--- config.mk ---
export PLATFORM = sky130hd
export DESIGN_NAME = vcopy_engine
export DESIGN_NICKNAME = d
export VERILOG_FILES = /design/src/rtl/vcopy_pkg.sv /design/src/rtl/vcopy_regs.sv /design/src/rtl/vcopy_reader.sv /design/src/rtl/vcopy_fifo.sv /design/src/rtl/vcopy_writer.sv /design/src/rtl/vcopy_engine.sv
export SDC_FILE = /design/constraint.sdc
export NUM_CORES = 1
export LEC_CHECK = 0
export ABC_AREA = 1
export BUFFER_PORTS_ARGS = -buffer_cell sky130_fd_sc_hd__buf_2
export CAP_MARGIN = 5
export CORE_MARGIN = 5
export CORE_UTILIZATION = 47
export DETAILED_ROUTE_END_ITERATION = 6
export PLACE_DENSITY = 0.68
export SLEW_MARGIN = 25
export SYNTH_ARGS = -nofsm -noshare
export SYNTH_HDL_FRONTEND = slang
export SYNTH_SLANG_ARGS = --single-unit
--- constraint.sdc ---
create_clock -name clk -period 2.2 [get_ports clk]
set_input_delay 0.44 -clock clk [delete_from_list [all_inputs] [get_ports clk]]
set_output_delay 0.44 -clock clk [all_outputs]
set_load 0.005 [all_outputs]
--- src/rtl/vcopy_pkg.sv ---
package vcopy_pkg;
  localparam int RIDX_W = 3;
  localparam int REG_DW = 32;

  localparam logic [RIDX_W-1:0] IDX_SRC = 3'd0;
  localparam logic [RIDX_W-1:0] IDX_DST = 3'd1;
  localparam logic [RIDX_W-1:0] IDX_CNT = 3'd2;
  localparam logic [RIDX_W-1:0] IDX_GAP = 3'd3;
  localparam logic [RIDX_W-1:0] IDX_CTL = 3'd4;

  localparam int CTL_GO_BIT  = 0;
  localparam int CTL_CLR_BIT = 1;
  localparam int STS_BUSY_BIT = 0;
  localparam int STS_DONE_BIT = 1;
endpackage

--- src/rtl/vcopy_regs.sv ---
module vcopy_regs
  import vcopy_pkg::*;
#(
  parameter int SRC_AW = 16,
  parameter int DST_AW = 17,
  parameter int CNT_W  = 16,
  parameter int GAP_W  = 8
) (
  input  logic              clk,
  input  logic              rst_n,
  input  logic              reg_we,
  input  logic [RIDX_W-1:0] reg_addr,
  input  logic [REG_DW-1:0] reg_wdata,
  output logic [REG_DW-1:0] reg_rdata,
  input  logic              last_fire,
  output logic              go,
  output logic              busy,
  output logic              done,
  output logic [SRC_AW-1:0] src_q,
  output logic [DST_AW-1:0] dst_q,
  output logic [CNT_W-1:0]  cnt_q,
  output logic [GAP_W-1:0]  gap_q
);
  logic busy_q, done_q;
  logic ctl_wr, cfg_wr, start_req;

  assign ctl_wr    = reg_we && (reg_addr == IDX_CTL);
  assign cfg_wr    = reg_we && !busy_q;
  assign start_req = ctl_wr && reg_wdata[CTL_GO_BIT] && !busy_q;
  assign go        = start_req && (cnt_q != '0);

  always_ff @(posedge clk) begin
    if (!rst_n) begin
      src_q <= '0;
      dst_q <= '0;
      cnt_q <= '0;
      gap_q <= '0;
    end else if (cfg_wr) begin
      case (reg_addr)
        IDX_SRC: src_q <= reg_wdata[SRC_AW-1:0];
        IDX_DST: dst_q <= reg_wdata[DST_AW-1:0];
        IDX_CNT: cnt_q <= reg_wdata[CNT_W-1:0];
        IDX_GAP: gap_q <= reg_wdata[GAP_W-1:0];
        default: ;
      endcase
    end
  end

  always_ff @(posedge clk) begin
    if (!rst_n) begin
      busy_q <= 1'b0;
      done_q <= 1'b0;
    end else begin
      if (go)             busy_q <= 1'b1;
      else if (last_fire) busy_q <= 1'b0;

      if (start_req)      done_q <= (cnt_q == '0);
      else if (last_fire) done_q <= 1'b1;
      else if (ctl_wr && reg_wdata[CTL_CLR_BIT]) done_q <= 1'b0;
    end
  end

  assign busy = busy_q;
  assign done = done_q;

  always_comb begin
    reg_rdata = '0;
    case (reg_addr)
      IDX_SRC: reg_rdata = REG_DW'(src_q);
      IDX_DST: reg_rdata = REG_DW'(dst_q);
      IDX_CNT: reg_rdata = REG_DW'(cnt_q);
      IDX_GAP: reg_rdata = REG_DW'(gap_q);
      IDX_CTL: begin
        reg_rdata[STS_BUSY_BIT] = busy_q;
        reg_rdata[STS_DONE_BIT] = done_q;
      end
      default: reg_rdata = '0;
    endcase
  end

  AST_BUSY_DROPS: assert property (@(posedge clk) disable iff (!rst_n)
    last_fire |=> !busy_q);
  AST_ZERO_START: assert property (@(posedge clk) disable iff (!rst_n)
    (start_req && cnt_q == '0) |=> (!busy_q && done_q));
  AST_DONE_HOLDS: assert property (@(posedge clk) disable iff (!rst_n)
    (done_q && !ctl_wr) |=> done_q);
  AST_CFG_FROZEN: assert property (@(posedge clk) disable iff (!rst_n)
    busy_q |=> ($stable(src_q) && $stable(dst_q) && $stable(cnt_q) && $stable(gap_q)));
endmodule

--- src/rtl/vcopy_reader.sv ---
module vcopy_reader #(
  parameter int SRC_AW = 16,
  parameter int CNT_W  = 16,
  parameter int DEPTH  = 2,
  localparam int OCC_W = $clog2(DEPTH + 1)
) (
  input  logic              clk,
  input  logic              rst_n,
  input  logic              go,
  input  logic              busy,
  input  logic [SRC_AW-1:0] src_start,
  input  logic [CNT_W-1:0]  cnt_start,
  input  logic [OCC_W-1:0]  buf_cnt,
  input  logic              fire,
  output logic              ram_rd_en,
  output logic [SRC_AW-1:0] ram_rd_addr,
  output logic              rd_pend
);
  logic [SRC_AW-1:0] rd_ptr;
  logic [CNT_W-1:0]  rd_left;
  logic              room;

  // Room exists when the held bytes plus the byte in flight, less the one leaving now, fit.
  assign room      = (int'(buf_cnt) + int'(rd_pend)) < (DEPTH + int'(fire));
  assign ram_rd_en = busy && (rd_left != '0) && room;
  assign ram_rd_addr = rd_ptr;

  always_ff @(posedge clk) begin
    if (!rst_n) begin
      rd_ptr  <= '0;
      rd_left <= '0;
      rd_pend <= 1'b0;
    end else begin
      rd_pend <= ram_rd_en;
      if (go) begin
        rd_ptr  <= src_start;
        rd_left <= cnt_start;
      end else if (ram_rd_en) begin
        rd_ptr  <= rd_ptr + 1'b1;
        rd_left <= rd_left - 1'b1;
      end
    end
  end

  AST_RD_IDLE: assert property (@(posedge clk) disable iff (!rst_n)
    !busy |-> !ram_rd_en);
  AST_RD_NO_OVERRUN: assert property (@(posedge clk) disable iff (!rst_n)
    (rd_left == '0 && !go) |=> !ram_rd_en);
endmodule

--- src/rtl/vcopy_fifo.sv ---
module vcopy_fifo #(
  parameter int DW    = 8,
  parameter int DEPTH = 2,
  localparam int PTR_W = (DEPTH > 1) ? $clog2(DEPTH) : 1,
  localparam int OCC_W = $clog2(DEPTH + 1)
) (
  input  logic             clk,
  input  logic             rst_n,
  input  logic             push,
  input  logic [DW-1:0]    push_data,
  input  logic             pop,
  output logic [DW-1:0]    head,
  output logic [OCC_W-1:0] occ
);
  logic [DW-1:0]    mem [DEPTH];
  logic [PTR_W-1:0] wp, rp;

  function automatic logic [PTR_W-1:0] bump(input logic [PTR_W-1:0] p);
    return (int'(p) == DEPTH - 1) ? '0 : p + 1'b1;
  endfunction

  always_ff @(posedge clk) begin
    if (push) mem[wp] <= push_data;
  end

  always_ff @(posedge clk) begin
    if (!rst_n) begin
      wp  <= '0;
      rp  <= '0;
      occ <= '0;
    end else begin
      if (push) wp <= bump(wp);
      if (pop)  rp <= bump(rp);
      case ({push, pop})
        2'b10:   occ <= occ + 1'b1;
        2'b01:   occ <= occ - 1'b1;
        default: ;
      endcase
    end
  end

  assign head = mem[rp];

  AST_FIFO_NO_OVERFLOW: assert property (@(posedge clk) disable iff (!rst_n)
    (push && int'(occ) == DEPTH) |-> pop);
  AST_FIFO_NO_UNDERFLOW: assert property (@(posedge clk) disable iff (!rst_n)
    pop |-> (occ != '0));
endmodule

--- src/rtl/vcopy_writer.sv ---
module vcopy_writer #(
  parameter int DW     = 8,
  parameter int DST_AW = 17,
  parameter int CNT_W  = 16,
  parameter int GAP_W  = 8,
  parameter int DEPTH  = 2,
  localparam int OCC_W = $clog2(DEPTH + 1)
) (
  input  logic              clk,
  input  logic              rst_n,
  input  logic              go,
  input  logic              busy,
  input  logic [DST_AW-1:0] dst_start,
  input  logic [CNT_W-1:0]  cnt_start,
  input  logic [GAP_W-1:0]  gap,
  input  logic [OCC_W-1:0]  buf_cnt,
  input  logic [DW-1:0]     buf_head,
  input  logic              vid_ready,
  output logic              vid_valid,
  output logic [DST_AW-1:0] vid_addr,
  output logic [DW-1:0]     vid_data,
  output logic              fire,
  output logic              last_fire
);
  logic [DST_AW-1:0] wr_ptr;
  logic [CNT_W-1:0]  wr_left;
  logic [GAP_W-1:0]  hold_cnt;

  assign vid_valid = busy && (buf_cnt != '0) && (hold_cnt == '0);
  assign vid_addr  = wr_ptr;
  assign vid_data  = buf_head;
  assign fire      = vid_valid && vid_ready;
  assign last_fire = fire && (wr_left == CNT_W'(1));

  always_ff @(posedge clk) begin
    if (!rst_n) begin
      wr_ptr   <= '0;
      wr_left  <= '0;
      hold_cnt <= '0;
    end else if (go) begin
      wr_ptr   <= dst_start;
      wr_left  <= cnt_start;
      hold_cnt <= '0;
    end else if (fire) begin
      wr_ptr   <= wr_ptr + 1'b1;
      wr_left  <= wr_left - 1'b1;
      hold_cnt <= gap;
    end else if (hold_cnt != '0) begin
      hold_cnt <= hold_cnt - 1'b1;
    end
  end

  // Independent spacing monitor: cycles elapsed since the last accepted beat.
  logic [GAP_W:0] since_fire;
  logic           seen_fire;
  always_ff @(posedge clk) begin
    if (!rst_n) begin
      since_fire <= '0;
      seen_fire  <= 1'b0;
    end else if (go) begin
      seen_fire  <= 1'b0;
      since_fire <= '0;
    end else if (fire) begin
      seen_fire  <= 1'b1;
      since_fire <= '0;
    end else if (since_fire != '1) begin
      since_fire <= since_fire + 1'b1;
    end
  end

  AST_GAP_RESPECTED: assert property (@(posedge clk) disable iff (!rst_n)
    (fire && seen_fire) |-> (since_fire >= {1'b0, gap}));
  AST_VALID_HOLD: assert property (@(posedge clk) disable iff (!rst_n)
    (vid_valid && !vid_ready) |=> (vid_valid && $stable(vid_addr) && $stable(vid_data)));
  AST_WR_IDLE: assert property (@(posedge clk) disable iff (!rst_n)
    !busy |-> !vid_valid);
endmodule

--- src/rtl/vcopy_engine.sv ---
module vcopy_engine
  import vcopy_pkg::*;
#(
  parameter int DW     = 8,
  parameter int SRC_AW = 16,
  parameter int DST_AW = 17,
  parameter int CNT_W  = 16,
  parameter int GAP_W  = 8,
  parameter int DEPTH  = 2,
  localparam int OCC_W = $clog2(DEPTH + 1)
) (
  input  logic              clk,
  input  logic              rst_n,
  input  logic              reg_we,
  input  logic [RIDX_W-1:0] reg_addr,
  input  logic [REG_DW-1:0] reg_wdata,
  output logic [REG_DW-1:0] reg_rdata,
  output logic              busy,
  output logic              done,
  output logic              ram_rd_en,
  output logic [SRC_AW-1:0] ram_rd_addr,
  input  logic [DW-1:0]     ram_rd_data,
  output logic              vid_valid,
  input  logic              vid_ready,
  output logic [DST_AW-1:0] vid_addr,
  output logic [DW-1:0]     vid_data
);
  logic              go, fire, last_fire, rd_pend;
  logic [SRC_AW-1:0] src_q;
  logic [DST_AW-1:0] dst_q;
  logic [CNT_W-1:0]  cnt_q;
  logic [GAP_W-1:0]  gap_q;
  logic [OCC_W-1:0]  buf_cnt;
  logic [DW-1:0]     buf_head;

  vcopy_regs #(
    .SRC_AW(SRC_AW), .DST_AW(DST_AW), .CNT_W(CNT_W), .GAP_W(GAP_W)
  ) u_regs (
    .clk(clk), .rst_n(rst_n), .reg_we(reg_we), .reg_addr(reg_addr),
    .reg_wdata(reg_wdata), .reg_rdata(reg_rdata), .last_fire(last_fire),
    .go(go), .busy(busy), .done(done), .src_q(src_q), .dst_q(dst_q),
    .cnt_q(cnt_q), .gap_q(gap_q)
  );

  vcopy_reader #(
    .SRC_AW(SRC_AW), .CNT_W(CNT_W), .DEPTH(DEPTH)
  ) u_reader (
    .clk(clk), .rst_n(rst_n), .go(go), .busy(busy), .src_start(src_q),
    .cnt_start(cnt_q), .buf_cnt(buf_cnt), .fire(fire),
    .ram_rd_en(ram_rd_en), .ram_rd_addr(ram_rd_addr), .rd_pend(rd_pend)
  );

  vcopy_fifo #(
    .DW(DW), .DEPTH(DEPTH)
  ) u_buf (
    .clk(clk), .rst_n(rst_n), .push(rd_pend), .push_data(ram_rd_data),
    .pop(fire), .head(buf_head), .occ(buf_cnt)
  );

  vcopy_writer #(
    .DW(DW), .DST_AW(DST_AW), .CNT_W(CNT_W), .GAP_W(GAP_W), .DEPTH(DEPTH)
  ) u_writer (
    .clk(clk), .rst_n(rst_n), .go(go), .busy(busy), .dst_start(dst_q),
    .cnt_start(cnt_q), .gap(gap_q), .buf_cnt(buf_cnt), .buf_head(buf_head),
    .vid_ready(vid_ready), .vid_valid(vid_valid), .vid_addr(vid_addr),
    .vid_data(vid_data), .fire(fire), .last_fire(last_fire)
  );

  AST_RD_NOT_AFTER_DONE: assert property (@(posedge clk) disable iff (!rst_n)
    last_fire |=> !ram_rd_en);
endmodule

* Word-level counts from Yosys, hierarchy flattened *
Memories as Yosys holds them, arrays and structs flattened. A register that Yosys moved wholly into a read port is not among the register bits.
Index checks and enable logic that the tools add are counted.

operators by class
  bitwise logic cells = 1
  equality and inequality tests = 7
  reductions and logical operators = 31
  order comparisons = 1
  muxes and demuxes = 24
  add/sub/neg operators = 11

operators with widths
  kind                                                                    count
  16-bit two-way mux                                                      6
  15-bit case mux with 4 select lines                                     1
  17-bit two-way mux                                                      2
  32-bit < comparator                                                     1
  16-bit nonzero test                                                     2
  16-bit by 1-bit subtractor with 16-bit output, second input constant    2
  17-bit by 1-bit adder with 17-bit output, second input constant         1
  16-bit by 1-bit adder with 16-bit output, second input constant         1
  16-bit by 1-bit equality test with 1-bit output, second input constant  1
  16-bit zero test                                                        1
  8-bit two-way mux                                                       2
  1-bit logical AND                                                       12
  2-bit nonzero test                                                      6
  1-bit two-way mux                                                       11
  2-bit case mux with 5 select lines                                      1
  8-bit zero test                                                         1
  2-bit AND reduction                                                     4
  8-bit nonzero test                                                      1
  8-bit by 1-bit subtractor with 8-bit output, second input constant      1
  3-bit by 2-bit equality test with 1-bit output, second input constant   2
  2-bit case mux with 2 select lines                                      1
  2-bit by 1-bit adder with 3-bit output                                  1
  2-bit by 1-bit adder with 3-bit output, first input constant            1
  3-bit by 1-bit equality test with 1-bit output, second input constant   1
  other kinds (11)                                                        12

storage, ports and cells
  memory bits (writable) = 16
  memories kept = 1
  output and inout port bits = 77
  register bits = 137

memories
  memory     depth  width  rd ports  clocked after Yosys merged registers in  write ports  line              text
  u_buf.mem  2      8      1         1                                        1            vcopy_fifo.sv:15  logic [DW-1:0] mem [DEPTH];

* Logic depth before layout (Yosys ltp) *
  depth in word-level cells = 9
  mapped depth = 13
  mapped depth without buffers = 12

* By module *
Synthesis repeated with hierarchy kept, for this count alone.

second synthesis, totals
  cell total of the unflattened synthesis = 1302
  area, all modules = 8653.3 um^2

by module, submodules not included
  module        times used  cells an instance  area each (um^2)
  vcopy_writer  1           466                2869.0
  vcopy_regs    1           392                2682.6
  vcopy_reader  1           387                2274.7
  vcopy_fifo    1           57                 827.0

* Least setup slack after synthesis *
No wires, ideal clock.

  path type = flip-flop to flip-flop
  start = register u_writer.hold_cnt[0]
  end = register u_buf.occ[1]
  required time = 2.130 ns
  stages on the path, launching flop included = 14
  slack = 0.152 ns
  library setup time = 0.070 ns
  data arrival time = 1.978 ns
  clock period less this slack = 2.048 ns
  cells stage by stage = dfxtp_1 inv_1 ha_1 nand2_1 nor2_2 nand3_2 clkinv_1 buf_4 ha_1 inv_1 nand2_1 nor2_1 o21ai_0 a21oi_1

between the ends
  longest elaborated chain between the ends = 5
  elaborated cells between the ends (all ways) = 7
  classes of those cells = eq/ne: 2; mux: 1; reduce/logical: 4

ends and longest elaborated chain
  item                                                                                   line                text
  start, declared                                                                        vcopy_writer.sv:27  logic [GAP_W-1:0] hold_cnt;
  start signal, assigned                                                                 vcopy_writer.sv:47  hold_cnt <= gap;
  start signal, assigned                                                                 vcopy_writer.sv:49  hold_cnt <= hold_cnt - 1'b1;
  8-bit zero test *                                                                      vcopy_writer.sv:29  assign vid_valid = busy && (buf_cnt != '0) && (hold_cnt == '0);
  1-bit logical AND *                                                                    vcopy_writer.sv:29
  1-bit logical AND *                                                                    vcopy_writer.sv:32  assign fire = vid_valid && vid_ready;
  named net fire                                                                         vcopy_engine.sv:28  logic go, fire, last_fire, rd_pend;
  2-bit by 1-bit equality test with 1-bit output or 2-bit equality test (tied branches)  vcopy_fifo.sv:34    case ({push, pop})
  2-bit case mux with 2 select lines or 2-bit nonzero test (tied branches)               -
  end signal, assigned                                                                   vcopy_fifo.sv:35    2'b10: occ <= occ + 1'b1;
  end signal, assigned                                                                   vcopy_fifo.sv:36    2'b01: occ <= occ - 1'b1;
  end, declared                                                                          vcopy_fifo.sv:13    output logic [OCC_W-1:0] occ

The timed path passes the listed nets; every way through them passes the cells marked *.
A chain may end at the register's enable or synchronous reset.

* Worst setup path after layout *
  start = register u_buf.occ[0]
  end = output port ram_rd_en

between the ends
  longest elaborated chain between the ends = 7
  elaborated cells between the ends (all ways) = 8
  classes of those cells = add/sub: 2; order compare: 1; reduce/logical: 5

ends and longest elaborated chain
  item                                    line                text
  2-bit nonzero test                      vcopy_writer.sv:29
  1-bit logical AND (2 in a row)          vcopy_writer.sv:29
  1-bit logical AND                       vcopy_writer.sv:32
  2-bit by 1-bit adder with 3-bit output  vcopy_reader.sv:24  assign room = (int'(buf_cnt) + int'(rd_pend)) < (DEPTH + int'(fire));
  32-bit < comparator *                   vcopy_reader.sv:24
  1-bit logical AND *                     vcopy_reader.sv:25  assign ram_rd_en = busy && (rd_left != '0) && room;
  end, declared                           vcopy_engine.sv:20  output logic ram_rd_en,

Mark *: on every way between the ends. The rest lies on a longest branch, timed or not.

==> metrics.txt <==
I/O Pins=around 120; synth top area cells=dfxtp_1, nand2_1, nor2_1; DRC viols=0; relative slew slack=a little over half; Root Driver=clkbuf_16; Reg clk slew, reported paths=roughly 70 ps; row cnt=48; Post-synth EDFFs=16; vias per cell=roughly 5.3; Pwr Density=between 700 and 800 nW/um^2; layout overhead on the synthesized area=17.4%; Slew Limit Fails=0; Starting Density=a little under 50%; Worst-Margin Slew=roughly 700 ps; Final min period=2150 ps; Finished Cell Area=between 9000 and 10000 um^2; post-DP HPWL=17.9 mm; Worst Reg-to-Reg Cells=11; worst r2r src=u_buf.occ[0]; kind of start point of the critical path=register; ys async rst share=0%; peak supply drop=approximately 0.0006 V; Layout Skew=~11 ps; Layout Nets=~1400; Cell variety after synth=38; Synthesis Warnings=0; initial antenna violation count=0; crit-path max FO=4; Initial DRT Pass Iterations=7; WP data arrival=1710 ps; total CTS buffers=17; Max-Cap Viols=0; Iter 0 DRT Violations=589; Synth Register Bits=roughly 150; Sink Count=between 150 and 200; area leader, netlist=dfxtp_1; FF-to-FF End=u_reader.rd_left[6]; Top FF cell, synth=dfxtp_1; last element of the critical path=ram_rd_en; largest net degree at the start of global routing=between 40 and 50; final setup violation count=0; Clock Latency Late Sink=around 430 ps; first-pass GRT wire length=39.2 mm; WL met2=11.8 mm; WL final=about 24 mm; ANT cells=0; met3 wire len=1.42 mm; Leak Pwr=between 4 and 5 nW; Wirelength per Cell=about 15 um; Die Y=143 um; most numerous cell in the Yosys netlist=nand2_1; Worst Path Required=approximately 1800 ps; H-Tree Depth=4; CP max-delay cell=dfxtp_4; Hold Buf Count CTS=0; wl on met1=about 11 mm; Gate Count Post-Synth=roughly 1300; ratio of cells with drive above 1 in the final layout=around 15%; commonest cells in the netlist=nand2_1, nor2_1, dfxtp_1; Final period util=97.6%; Synth top area share=between 30% and 40%; Critical Path End Type=primary output; Top Layer Used=met4; Post-DRT Antenna Nets=0; path type of the worst setup path=register to primary output; Post-DP Area=slightly above 9000 um^2; die footprint=~20000 um^2; crit path cell chain=ha_2 -> ha_1 -> or2_4 -> a21oi_2 -> nand2_2 -> inv_2 -> buf_2; Cell Area, Synth=8340 um^2; number of port buffers=slightly above 90; final hold vios=0; Core ar.=roughly 17000 um^2; CTS tree=done; status=finished, final reports clean; fmax=approximately 470 MHz; Hold Crit Class=primary input to register; Vias=8371; total grt overflow=0; worst hold margin=between 150 and 200 ps; Die W=143 um; Total GRT Usage=a little under a quarter; synthesized area per cell=6.66 um^2; crit path launch=u_buf.occ[0]; Max stage delay on crit path=350 ps; CTS Buffer Depth=2; routability cong.=0.908; number of global-route vias before repair=roughly 7700; Seq/Total Area, Yosys=approximately two fifths; Reg2Reg Setup Slack=around 170 ps
[stage by stage]
step / total power, mW / cells / worst slack [ps] / utilization (%) / TNS, ps
2_1_floorplan: 3.80 / 1266 / 152 / - / 0
3_3_place_gp: 4.05 / 1558 / 89.3 / 52.6 / 0
3_5_place_dp: 4.07 / 1558 / 34.2 / 52.6 / 0
4_1_cts: 7.00 / 1591 / 8.04 / 56.1 / 0
5_1_grt: 7.32 / 1594 / -6.89 / 56.4 / -6.89
6_report: 7.02 / 1594 / 52.1 / 56.4 / 0
[placed cells by master (no fill, tap or decap), types with 10 or more instances in the layout]
cell type	count
nand2_1	318
nor2_1	178
dfxtp_1	135
nand3_1	122
inv_1	118
buf_2	93
o21ai_0	81
a21oi_1	71
buf_4	41
xor2_1	24
clkbuf_16	17
edfxtp_1	16
conb_1	15
o211ai_1	12
nor3_1	10
[routing by layer]
metal  vias to the layer above  track usage, %
met5                         -               0
met4                         0            7.25
met3                        24            4.39
met2                       277            39.8
met1                      3852            31.9
li1                       4218               -
[cell type report]
class / count / area, um^2
well taps: 225 / 282
clock buffers: 19 / 444
flip-flops and latches: 154 / 3250
clock inverters: 13 / 133
repair buffers: 136 / 813
multi-input cells: 915 / 4370
fillers: 1684 / 7560
inverters: 132 / 502
[worst max-delay path, delay by kind of cell (launching register included)]
kind / cells / cell delay (ps)
adders and majority gates: 2 / 330
DFF: 1 / 350
AOI/OAI and AO/OA: 1 / 120
and+or+nand+nor: 2 / 330
buffers and inverters: 2 / 150
[where the power goes]
| part | switching [mW] | internal, mW |
|---|---|---|
| logic | 0.694 | 0.396 |
| clock network | 1.29 | 1.62 |
| registers | 0.0861 | 2.93 |
[logic make-up (layout without fill, tap and decap cells)]
logic type	count (synthesis)	count (layout)	share of synthesized area, %
AOI/OAI and AO/OA	193	193	12.5
buffers and inverters	197	300	9.86
and+or+nand+nor	656	656	32.6
muxes	8	8	1.08
other	1	15	0.0450
adders and majority gates	11	11	1.65
xor gates and xnor gates	32	32	3.36
DFF	154	154	38.9
[sequential cells by signal, indices dropped and copies added (netlist names), named ones only]
register and flops:
u_writer.vid_addr 17, u_reader.rd_pend 1, u_reader.rd_left 16, u_buf.occ 2
u_regs.gap_q 8, u_buf.mem 16, u_regs.done 1, u_writer.wr_left 16
u_buf.rp 1, u_regs.dst_q 17, u_buf.wp 1, u_reader.ram_rd_addr 16
u_writer.hold_cnt 8, u_regs.src_q 16, u_regs.busy 1, u_regs.cnt_q 16
[worst min-delay path by stage]
stage	start	endpoint	depth (start not counted)
2_1_floorplan	u_regs.gap_q[2]	u_regs.gap_q[2]	2
6_report	ram_rd_data[3]	u_buf.mem[1][3]	1
3_3_place_gp	u_buf.occ[1]	u_buf.occ[1]	1
3_5_place_dp	u_regs.gap_q[1]	u_regs.gap_q[1]	2
5_1_grt	ram_rd_data[7]	u_buf.mem[1][7]	1
4_1_cts	ram_rd_data[3]	u_buf.mem[1][3]	1
[timing repair]
item	CTS	global route
buffers inserted	1	3
resized for setup	7	15
pin swaps	2	5
setup endpoints to repair	1	19
(Power assumes the default switching activity.)
